**src/rtl/mfsp_pkg.sv**
```systemverilog
package mfsp_pkg;
    typedef enum logic [1:0] {
        FMT_SPI = 2'd0,
        FMT_TI  = 2'd1,
        FMT_MW  = 2'd2
    } fmt_e;

    typedef enum logic [1:0] {
        ST_IDLE = 2'd0,
        ST_PRE  = 2'd1,
        ST_BITS = 2'd2
    } st_e;

    localparam int CMD_BITS = 8;
    localparam int MIN_CODE = 3;
endpackage

```
**src/rtl/mfsp_fifo.sv**
```systemverilog
module mfsp_fifo #(
    parameter int W     = 32,
    parameter int DEPTH = 32,
    localparam int AW   = $clog2(DEPTH),
    localparam int CW   = AW + 1
) (
    input  logic          clk,
    input  logic          rst_n,
    input  logic          push,
    input  logic [W-1:0]  din,
    input  logic          pop,
    output logic [W-1:0]  dout,
    output logic [CW-1:0] count
);
    typedef struct packed {
        logic [AW-1:0] wr;
        logic [AW-1:0] rd;
        logic [CW-1:0] cnt;
    } fifo_s;

    fifo_s         st_d, st_q;
    logic [W-1:0]  mem [DEPTH];
    logic          do_push, do_pop;

    always_comb begin
        st_d    = st_q;
        do_push = push && (st_q.cnt != CW'(DEPTH));
        do_pop  = pop && (st_q.cnt != '0);
        if (do_push) st_d.wr = (st_q.wr == AW'(DEPTH - 1)) ? '0 : st_q.wr + 1'b1;
        if (do_pop)  st_d.rd = (st_q.rd == AW'(DEPTH - 1)) ? '0 : st_q.rd + 1'b1;
        st_d.cnt = st_q.cnt + CW'(do_push) - CW'(do_pop);
    end

    always_ff @(posedge clk or negedge rst_n) begin
        if (!rst_n) st_q <= '0;
        else        st_q <= st_d;
    end

    always_ff @(posedge clk) begin
        if (do_push) mem[st_q.wr] <= din;
    end

    assign dout  = mem[st_q.rd];
    assign count = st_q.cnt;
endmodule

```
**src/rtl/mfsp_clkgen.sv**
```systemverilog
module mfsp_clkgen #(
    parameter int PW = 8,
    parameter int DW = 8
) (
    input  logic          clk,
    input  logic          rst_n,
    input  logic          run,
    input  logic [PW-1:0] pre,
    input  logic [DW-1:0] div,
    output logic          tick
);
    typedef struct packed {
        logic [PW-1:0] pcnt;
        logic [DW-1:0] dcnt;
    } cg_s;

    cg_s  cg_d, cg_q;
    logic pre_end, div_end;

    assign pre_end = (cg_q.pcnt == pre);
    assign div_end = (cg_q.dcnt == div);
    assign tick    = run && pre_end && div_end;

    always_comb begin
        cg_d = cg_q;
        if (!run) begin
            cg_d = '0;
        end else if (pre_end) begin
            cg_d.pcnt = '0;
            cg_d.dcnt = div_end ? '0 : cg_q.dcnt + 1'b1;
        end else begin
            cg_d.pcnt = cg_q.pcnt + 1'b1;
        end
    end

    always_ff @(posedge clk or negedge rst_n) begin
        if (!rst_n) cg_q <= '0;
        else        cg_q <= cg_d;
    end
endmodule

```
**src/rtl/mfsp_engine.sv**
```systemverilog
module mfsp_engine
    import mfsp_pkg::*;
#(
    parameter int W  = 32,
    parameter int SW = $clog2(W),
    localparam int BW = $clog2(W + CMD_BITS + 1)
) (
    input  logic          clk,
    input  logic          rst_n,
    input  logic          en,
    input  logic [1:0]    fmt,
    input  logic [SW-1:0] size,
    input  logic          cpol,
    input  logic          cpha,
    input  logic          tick,
    input  logic          tx_empty,
    input  logic [W-1:0]  tx_word,
    output logic          tx_pop,
    output logic          rx_push,
    output logic [W-1:0]  rx_word,
    output logic          busy,
    output logic          ser_clk,
    output logic          ser_sel,
    output logic          ser_mosi,
    input  logic          ser_miso
);
    typedef struct packed {
        st_e           st;
        logic [1:0]    fmt;
        logic [SW-1:0] size;
        logic          phase;
        logic [BW-1:0] left;
        logic [W-1:0]  txs;
        logic [W-1:0]  rxs;
    } eng_s;

    eng_s          e_d, e_q;
    logic [SW-1:0] sz;
    logic [W-1:0]  keep;

    assign sz   = (size < SW'(MIN_CODE)) ? SW'(MIN_CODE) : size;
    assign keep = {W{1'b1}} >> (SW'(W - 1) - e_q.size);

    always_comb begin
        e_d     = e_q;
        tx_pop  = 1'b0;
        rx_push = 1'b0;
        unique case (e_q.st)
            ST_IDLE: begin
                if (en && !tx_empty) begin
                    tx_pop    = 1'b1;
                    e_d.fmt   = fmt;
                    e_d.size  = sz;
                    e_d.phase = 1'b0;
                    if (fmt == FMT_MW) begin
                        e_d.txs  = {tx_word[CMD_BITS-1:0], {(W - CMD_BITS){1'b0}}};
                        e_d.left = BW'(CMD_BITS) + BW'(sz) + 1'b1;
                    end else begin
                        e_d.txs  = tx_word << (SW'(W - 1) - sz);
                        e_d.left = BW'(sz) + 1'b1;
                    end
                    e_d.st = (fmt == FMT_TI) ? ST_PRE : ST_BITS;
                end
            end
            ST_PRE: begin
                if (tick) begin
                    e_d.phase = !e_q.phase;
                    if (e_q.phase) e_d.st = ST_BITS;
                end
            end
            ST_BITS: begin
                if (tick && !e_q.phase) begin
                    e_d.phase = 1'b1;
                    e_d.rxs   = {e_q.rxs[W-2:0], ser_miso};
                end else if (tick) begin
                    e_d.phase = 1'b0;
                    e_d.txs   = e_q.txs << 1;
                    e_d.left  = e_q.left - 1'b1;
                    if (e_q.left == BW'(1)) begin
                        rx_push = 1'b1;
                        e_d.st  = ST_IDLE;
                    end
                end
            end
            default: e_d.st = ST_IDLE;
        endcase
    end

    always_ff @(posedge clk or negedge rst_n) begin
        if (!rst_n) e_q <= '{st: ST_IDLE, default: '0};
        else        e_q <= e_d;
    end

    assign busy     = (e_q.st != ST_IDLE);
    assign rx_word  = e_q.rxs & keep;
    assign ser_mosi = (e_q.st == ST_BITS) && e_q.txs[W-1];

    always_comb begin
        if (!busy) begin
            ser_clk = (fmt == FMT_TI || fmt == FMT_MW) ? 1'b0 : cpol;
            ser_sel = (fmt != FMT_TI);
        end else begin
            ser_sel = (e_q.fmt == FMT_TI) && (e_q.st == ST_PRE);
            case (e_q.fmt)
                FMT_TI:  ser_clk = !e_q.phase;
                FMT_MW:  ser_clk = e_q.phase;
                default: ser_clk = cpol ^ (cpha ? !e_q.phase : e_q.phase);
            endcase
        end
    end
endmodule

```
**src/rtl/mfsp_top.sv**
```systemverilog
module mfsp_top
    import mfsp_pkg::*;
#(
    parameter int W     = 32,
    parameter int DEPTH = 32,
    parameter int PW    = 8,
    parameter int DW    = 8,
    localparam int SW   = $clog2(W),
    localparam int CW   = $clog2(DEPTH) + 1
) (
    input  logic          clk,
    input  logic          rst_n,
    input  logic          cfg_en,
    input  logic [1:0]    cfg_fmt,
    input  logic [SW-1:0] cfg_size,
    input  logic [PW-1:0] cfg_pre,
    input  logic [DW-1:0] cfg_div,
    input  logic          cfg_cpol,
    input  logic          cfg_cpha,
    input  logic          tx_push,
    input  logic [W-1:0]  tx_data,
    output logic          tx_full,
    output logic          tx_empty,
    input  logic          rx_pop,
    output logic [W-1:0]  rx_data,
    output logic          rx_full,
    output logic          rx_empty,
    input  logic          ovr_clr,
    output logic          rx_ovr,
    output logic          dma_tx_req,
    output logic          dma_rx_req,
    output logic          ser_clk,
    output logic          ser_sel,
    output logic          ser_mosi,
    input  logic          ser_miso
);
    logic [CW-1:0] tx_cnt, rx_cnt;
    logic [W-1:0]  tx_word, rx_word;
    logic          tx_pop, rx_done, eng_busy, tick;
    logic          ovr_d, ovr_q;

    mfsp_fifo #(.W(W), .DEPTH(DEPTH)) u_txq (
        .clk(clk), .rst_n(rst_n), .push(tx_push), .din(tx_data),
        .pop(tx_pop), .dout(tx_word), .count(tx_cnt)
    );

    mfsp_fifo #(.W(W), .DEPTH(DEPTH)) u_rxq (
        .clk(clk), .rst_n(rst_n), .push(rx_done), .din(rx_word),
        .pop(rx_pop), .dout(rx_data), .count(rx_cnt)
    );

    mfsp_clkgen #(.PW(PW), .DW(DW)) u_cg (
        .clk(clk), .rst_n(rst_n), .run(eng_busy),
        .pre(cfg_pre), .div(cfg_div), .tick(tick)
    );

    mfsp_engine #(.W(W), .SW(SW)) u_eng (
        .clk(clk), .rst_n(rst_n), .en(cfg_en), .fmt(cfg_fmt),
        .size(cfg_size), .cpol(cfg_cpol), .cpha(cfg_cpha), .tick(tick),
        .tx_empty(tx_empty), .tx_word(tx_word), .tx_pop(tx_pop),
        .rx_push(rx_done), .rx_word(rx_word), .busy(eng_busy),
        .ser_clk(ser_clk), .ser_sel(ser_sel), .ser_mosi(ser_mosi),
        .ser_miso(ser_miso)
    );

    assign tx_full    = (tx_cnt == CW'(DEPTH));
    assign tx_empty   = (tx_cnt == '0);
    assign rx_full    = (rx_cnt == CW'(DEPTH));
    assign rx_empty   = (rx_cnt == '0);
    assign dma_tx_req = (tx_cnt <= CW'(DEPTH / 2));
    assign dma_rx_req = (rx_cnt != '0);

    always_comb begin
        ovr_d = ovr_q && !ovr_clr;
        if (rx_done && rx_full) ovr_d = 1'b1;
    end

    always_ff @(posedge clk or negedge rst_n) begin
        if (!rst_n) ovr_q <= 1'b0;
        else        ovr_q <= ovr_d;
    end

    assign rx_ovr = ovr_q;
endmodule

```
**config.mk**
```make
export PLATFORM = sky130hd
export DESIGN_NAME = mfsp_top
export DESIGN_NICKNAME = d
export VERILOG_FILES = /design/src/rtl/mfsp_pkg.sv /design/src/rtl/mfsp_fifo.sv /design/src/rtl/mfsp_clkgen.sv /design/src/rtl/mfsp_engine.sv /design/src/rtl/mfsp_top.sv
export SDC_FILE = /design/constraint.sdc
export NUM_CORES = 2
export LEC_CHECK = 0
export BUFFER_PORTS_ARGS = -buffer_cell sky130_fd_sc_hd__buf_2
export CAP_MARGIN = 15
export CORE_MARGIN = 5
export CORE_UTILIZATION = 58
export CTS_CLUSTER_DIAMETER = 60
export DETAILED_ROUTE_END_ITERATION = 6
export HOLD_SLACK_MARGIN = 0.12
export PLACE_DENSITY = 0.71
export RECOVER_POWER = 100
export SYNTH_ARGS = -nofsm -noshare
export SYNTH_HDL_FRONTEND = slang
export SYNTH_SLANG_ARGS = --single-unit
```
**constraint.sdc**
```tcl
create_clock -name clk -period 7.1 [get_ports clk]
set_input_delay 1.065 -clock clk [delete_from_list [all_inputs] [get_ports clk]]
set_output_delay 1.065 -clock clk [all_outputs]
set_load 0.01 [all_outputs]
```
==> metrics.yaml <==
global_routing:
  grt_pass1_vias: 43600
  antenna_found_initial: 14
  grt_max_degree: 114
  grt_pass1_wl_um: 307000
  overflow: 0
  grt_usage: 0.270
pwr:
  p_seq_frac: 0.457
  switching_share: 0.288
  internal_power_mw: 23.4
  clkPwrFrac: 0.324
  peakVddDrop_v: 0.000333
  cellPowerDensity_nw_per_um2: 343
  p_leak_nw: 33.4
  comb_power_share: 0.219
  switchingPower_mw: 9.44
placed_design:
  port_buffers: 105
  dp_hpwl_um: 118000
  place.gp.congestion: 0.910
sta:
  slew_headroom: -2.32
  fmax_mhz: 169
  hold_viol: 0
  skew_ps: 25.4
  worst_pin_slew_ps: 4930
  finalSetupViolCount: 0
  tns_ps: 0
  rsz0062_at_grt: "false"
  fin_crit_ps: 5920
  slew_viol_final: 3232
  finalCritPeriodShare: 0.834
clock_tree:
  insertion_delay_ps: 810
  clockBufferDepth: 3
  cts.sinks: 2177
  path_clk_slew_ps: 60
  post-cts-setup-buffer-count: 0
  cts_tree: "yes"
  post_cts_resized: 0
  cts_hold_buf: 0
  h-tree-depth: 4
  numCtsBuffers: 210
  clockRootBuffer: "clkbuf_16"
synth:
  syn_area_per_cell_um2: 20.6
  syn_nets: 4327
  ys_ff_latch: 2177
  syn_area_um2: 86800
  yosys_warnings: 0
  synth-compound-area-share: 0.0328
  synthFlopType: "edfxtp_1"
  ys_seq_area_frac: 0.746
  synth_cells: 4215
  synth_xor_xnor_area_share: 0.00384
  synthAdderAreaFrac: 0.00709
  synthArstFlopShare: 0.0593
  synthMuxAreaShare: 0.167
  synth_cell_types: 83
  synth_simple_gate_area_frac: 0.0245
  synth_edf_count: 2048
  synth_top_family_by_area: "multiplexers"
die:
  start_util: 0.581
  fp-row-count: 142
  die_h_um: 397
  core_um2: 149000
  die_area_um2: 157000
  die_w_um: 397
  pin_count: 106
hold_path:
  hold_class: "reg -> reg"
layout:
  final_nets: 4505
  multi_input_area_um2: 20600
  drive_above_1_share: 0.219
  synthToLayoutAreaGrowth_pct: 10.3
  register_area_um2: 64800
  final_util: 0.641
  fill_cells: 9925
drt:
  routed_wl_um: 211000
  dr.pass1.iters: 5
  initialDrtViolationCount: 5274
  detail_route.wl_per_cell_um: 32.4
  postRouteAntennaNets: 0
  vias: 43400
  vias_per_cell: 6.66
  route.detailed.drc: 0
status:
  outcome: "finished, violations left"
  violations: "max-capacitance violations, max-slew violations"
worst_setup_path:
  cp-end-kind: "flop"
  crit_path_top_delay_cell: "clkbuf_1"
  cpMostUsedCell: "a221o_1"
  path_max_fanout: 57
  crit_chain: "inv_1 > ha_1 > clkbuf_1 > clkinv_1 > nand4_1 > o41a_2 > clkbuf_2 > nor2_1 > a221o_1 > a221o_1"
  start_kind: "flop"
  arrival_ps: 6620
  critPathKind: "reg -> reg"
  worstPathRequired_ps: 7800
  max_stage_delay_ps: 1390
run:
  cap_viol_max_count: 99
[power groups by stage]
| stage | Clock [mW] | Combinational, mW | Sequential (mW) |
|---|---|---|---|
| global route | 11.4 | 7.63 | 15.1 |
| global placement | 0 | 7.14 | 15.2 |
| detailed placement | 0 | 7.22 | 15.2 |
| finish | 10.6 | 7.17 | 15.0 |
| floorplan | 0 | 5.59 | 14.8 |
| CTS | 10.8 | 7.25 | 15.0 |
[placed cells by master (no fill, tap or decap), types with 51 or more instances in the layout]
| master | synthesis | routed |
|---|---|---|
| a21oi_1 | 86 | 86 |
| a22oi_1 | 60 | 60 |
| buf_2 | 36 | 51 |
| clkbuf_1 | 99 | 159 |
| clkbuf_16 | 0 | 216 |
| dfrtp_1 | 129 | 121 |
| edfxtp_1 | 2048 | 2048 |
| inv_1 | 56 | 56 |
| mux2_2 | 85 | 66 |
| mux2i_1 | 166 | 166 |
| mux4_2 | 509 | 509 |
| nand2_1 | 169 | 169 |
| nor2_1 | 153 | 129 |
| o21ai_0 | 67 | 67 |
[worst paths after layout]
path / startpoint / endpoint / slack, ps / cells past startpoint
hold reg to reg: rx_ovr / rx_ovr / 500 / 1
max in group asynchronous: rst_n / u_txq.st_q[6] / 2020 / 2
setup / recovery: u_eng.e_q[78] / u_eng.e_q[48] / 1180 / 10
min in group asynchronous: rst_n / u_rxq.st_q[10] / 1690 / 1
setup reg to reg: u_eng.e_q[78] / u_eng.e_q[48] / 1180 / 10
hold / removal: rx_ovr / rx_ovr / 500 / 1
[cell usage after synthesis, types with 9 or more instances]
cell | count | share of area
a221o_1 | 12 | 0.0014
xnor2_1 | 12 | 0.0012
nor3_1 | 16 | 0.00092
o21ai_0 | 67 | 0.0039
inv_1 | 56 | 0.0024
mux4_1 | 15 | 0.0045
nand4_1 | 22 | 0.0016
clkbuf_1 | 99 | 0.0043
nand2_1 | 169 | 0.0073
buf_4 | 17 | 0.0015
buf_1 | 38 | 0.0016
nand3_1 | 47 | 0.0027
a22o_1 | 21 | 0.0021
mux2_2 | 85 | 0.011
o221ai_1 | 48 | 0.0048
nor2_1 | 153 | 0.0066
buf_2 | 36 | 0.0021
edfxtp_1 | 2048 | 0.71
o22a_1 | 21 | 0.0021
and3_1 | 18 | 0.0013
ha_1 | 46 | 0.0066
dfrtp_1 | 129 | 0.037
mux2i_1 | 166 | 0.019
mux4_2 | 509 | 0.13
a22oi_1 | 60 | 0.0052
xor2_1 | 26 | 0.0026
a21oi_1 | 86 | 0.0050
buf_6 | 30 | 0.0039
o22ai_1 | 9 | 0.00065
[final cells by class]
class	count	share of cell area
sequential	2177	0.677
multi-input combinational	1743	0.216
clock buffer	263	0.0585
tap	1944	0.0254
timing repair buffer	201	0.0115
clock inverter	117	0.00991
inverter	60	0.00235
antenna	5	0.000131
[per-layer routing]
metal | global-route usage | up-vias | wire (um)
met5 | 0 | - | 40
met4 | 0.0894 | 6 | 7600
met3 | 0.0471 | 397 | 18000
met2 | 0.442 | 2206 | 105000
met1 | 0.378 | 22900 | 80500
li1 | - | 17800 | -
[state kept, by name (all words and copies together), names as in the netlist]
register and cells:
u_rxq.count 6, u_eng.e_q 80, u_rxq.st_q 10, rx_ovr 1, u_txq.count 6, u_txq.mem 1024, u_txq.st_q 10, u_rxq.mem 1024
u_cg.cg_q 16
[worst max-delay path, delay by kind of cell, from the launching register on]
family / cells / cell delay, ps
DFF: 1 / 410
buffers and inverters: 4 / 3170
adders and majority gates: 1 / 260
and+or+nand+nor: 2 / 770
AOI/OAI and AO/OA: 3 / 1150
[cell families after synthesis]
logic type	after synthesis
buffers and inverters	295
XOR/XNOR	38
multiplexers	776
AO/OA/AOI/OAI	406
AND/OR/NAND/NOR	475
adder cells (fa/ha/maj)	48
flip-flops	2177
[stage by stage]
| stage | cells | hold WS [ps] | cell area (um^2) | power (mW) | setup slack [ps] |
|---|---|---|---|---|---|
| after global routing | 6506 | 519 | 95700 | 34.1 | 838 |
| after detailed placement | 6124 | 474 | 89900 | 22.5 | 1930 |
| final | 6510 | 496 | 95700 | 32.8 | 1180 |
| after floorplan | 4215 | 456 | 86800 | 20.4 | 1560 |
| after global placement | 6124 | 473 | 89900 | 22.4 | 1930 |
| after CTS | 6504 | 259 | 96400 | 33.0 | 1800 |
(Power assumes the default switching activity.)
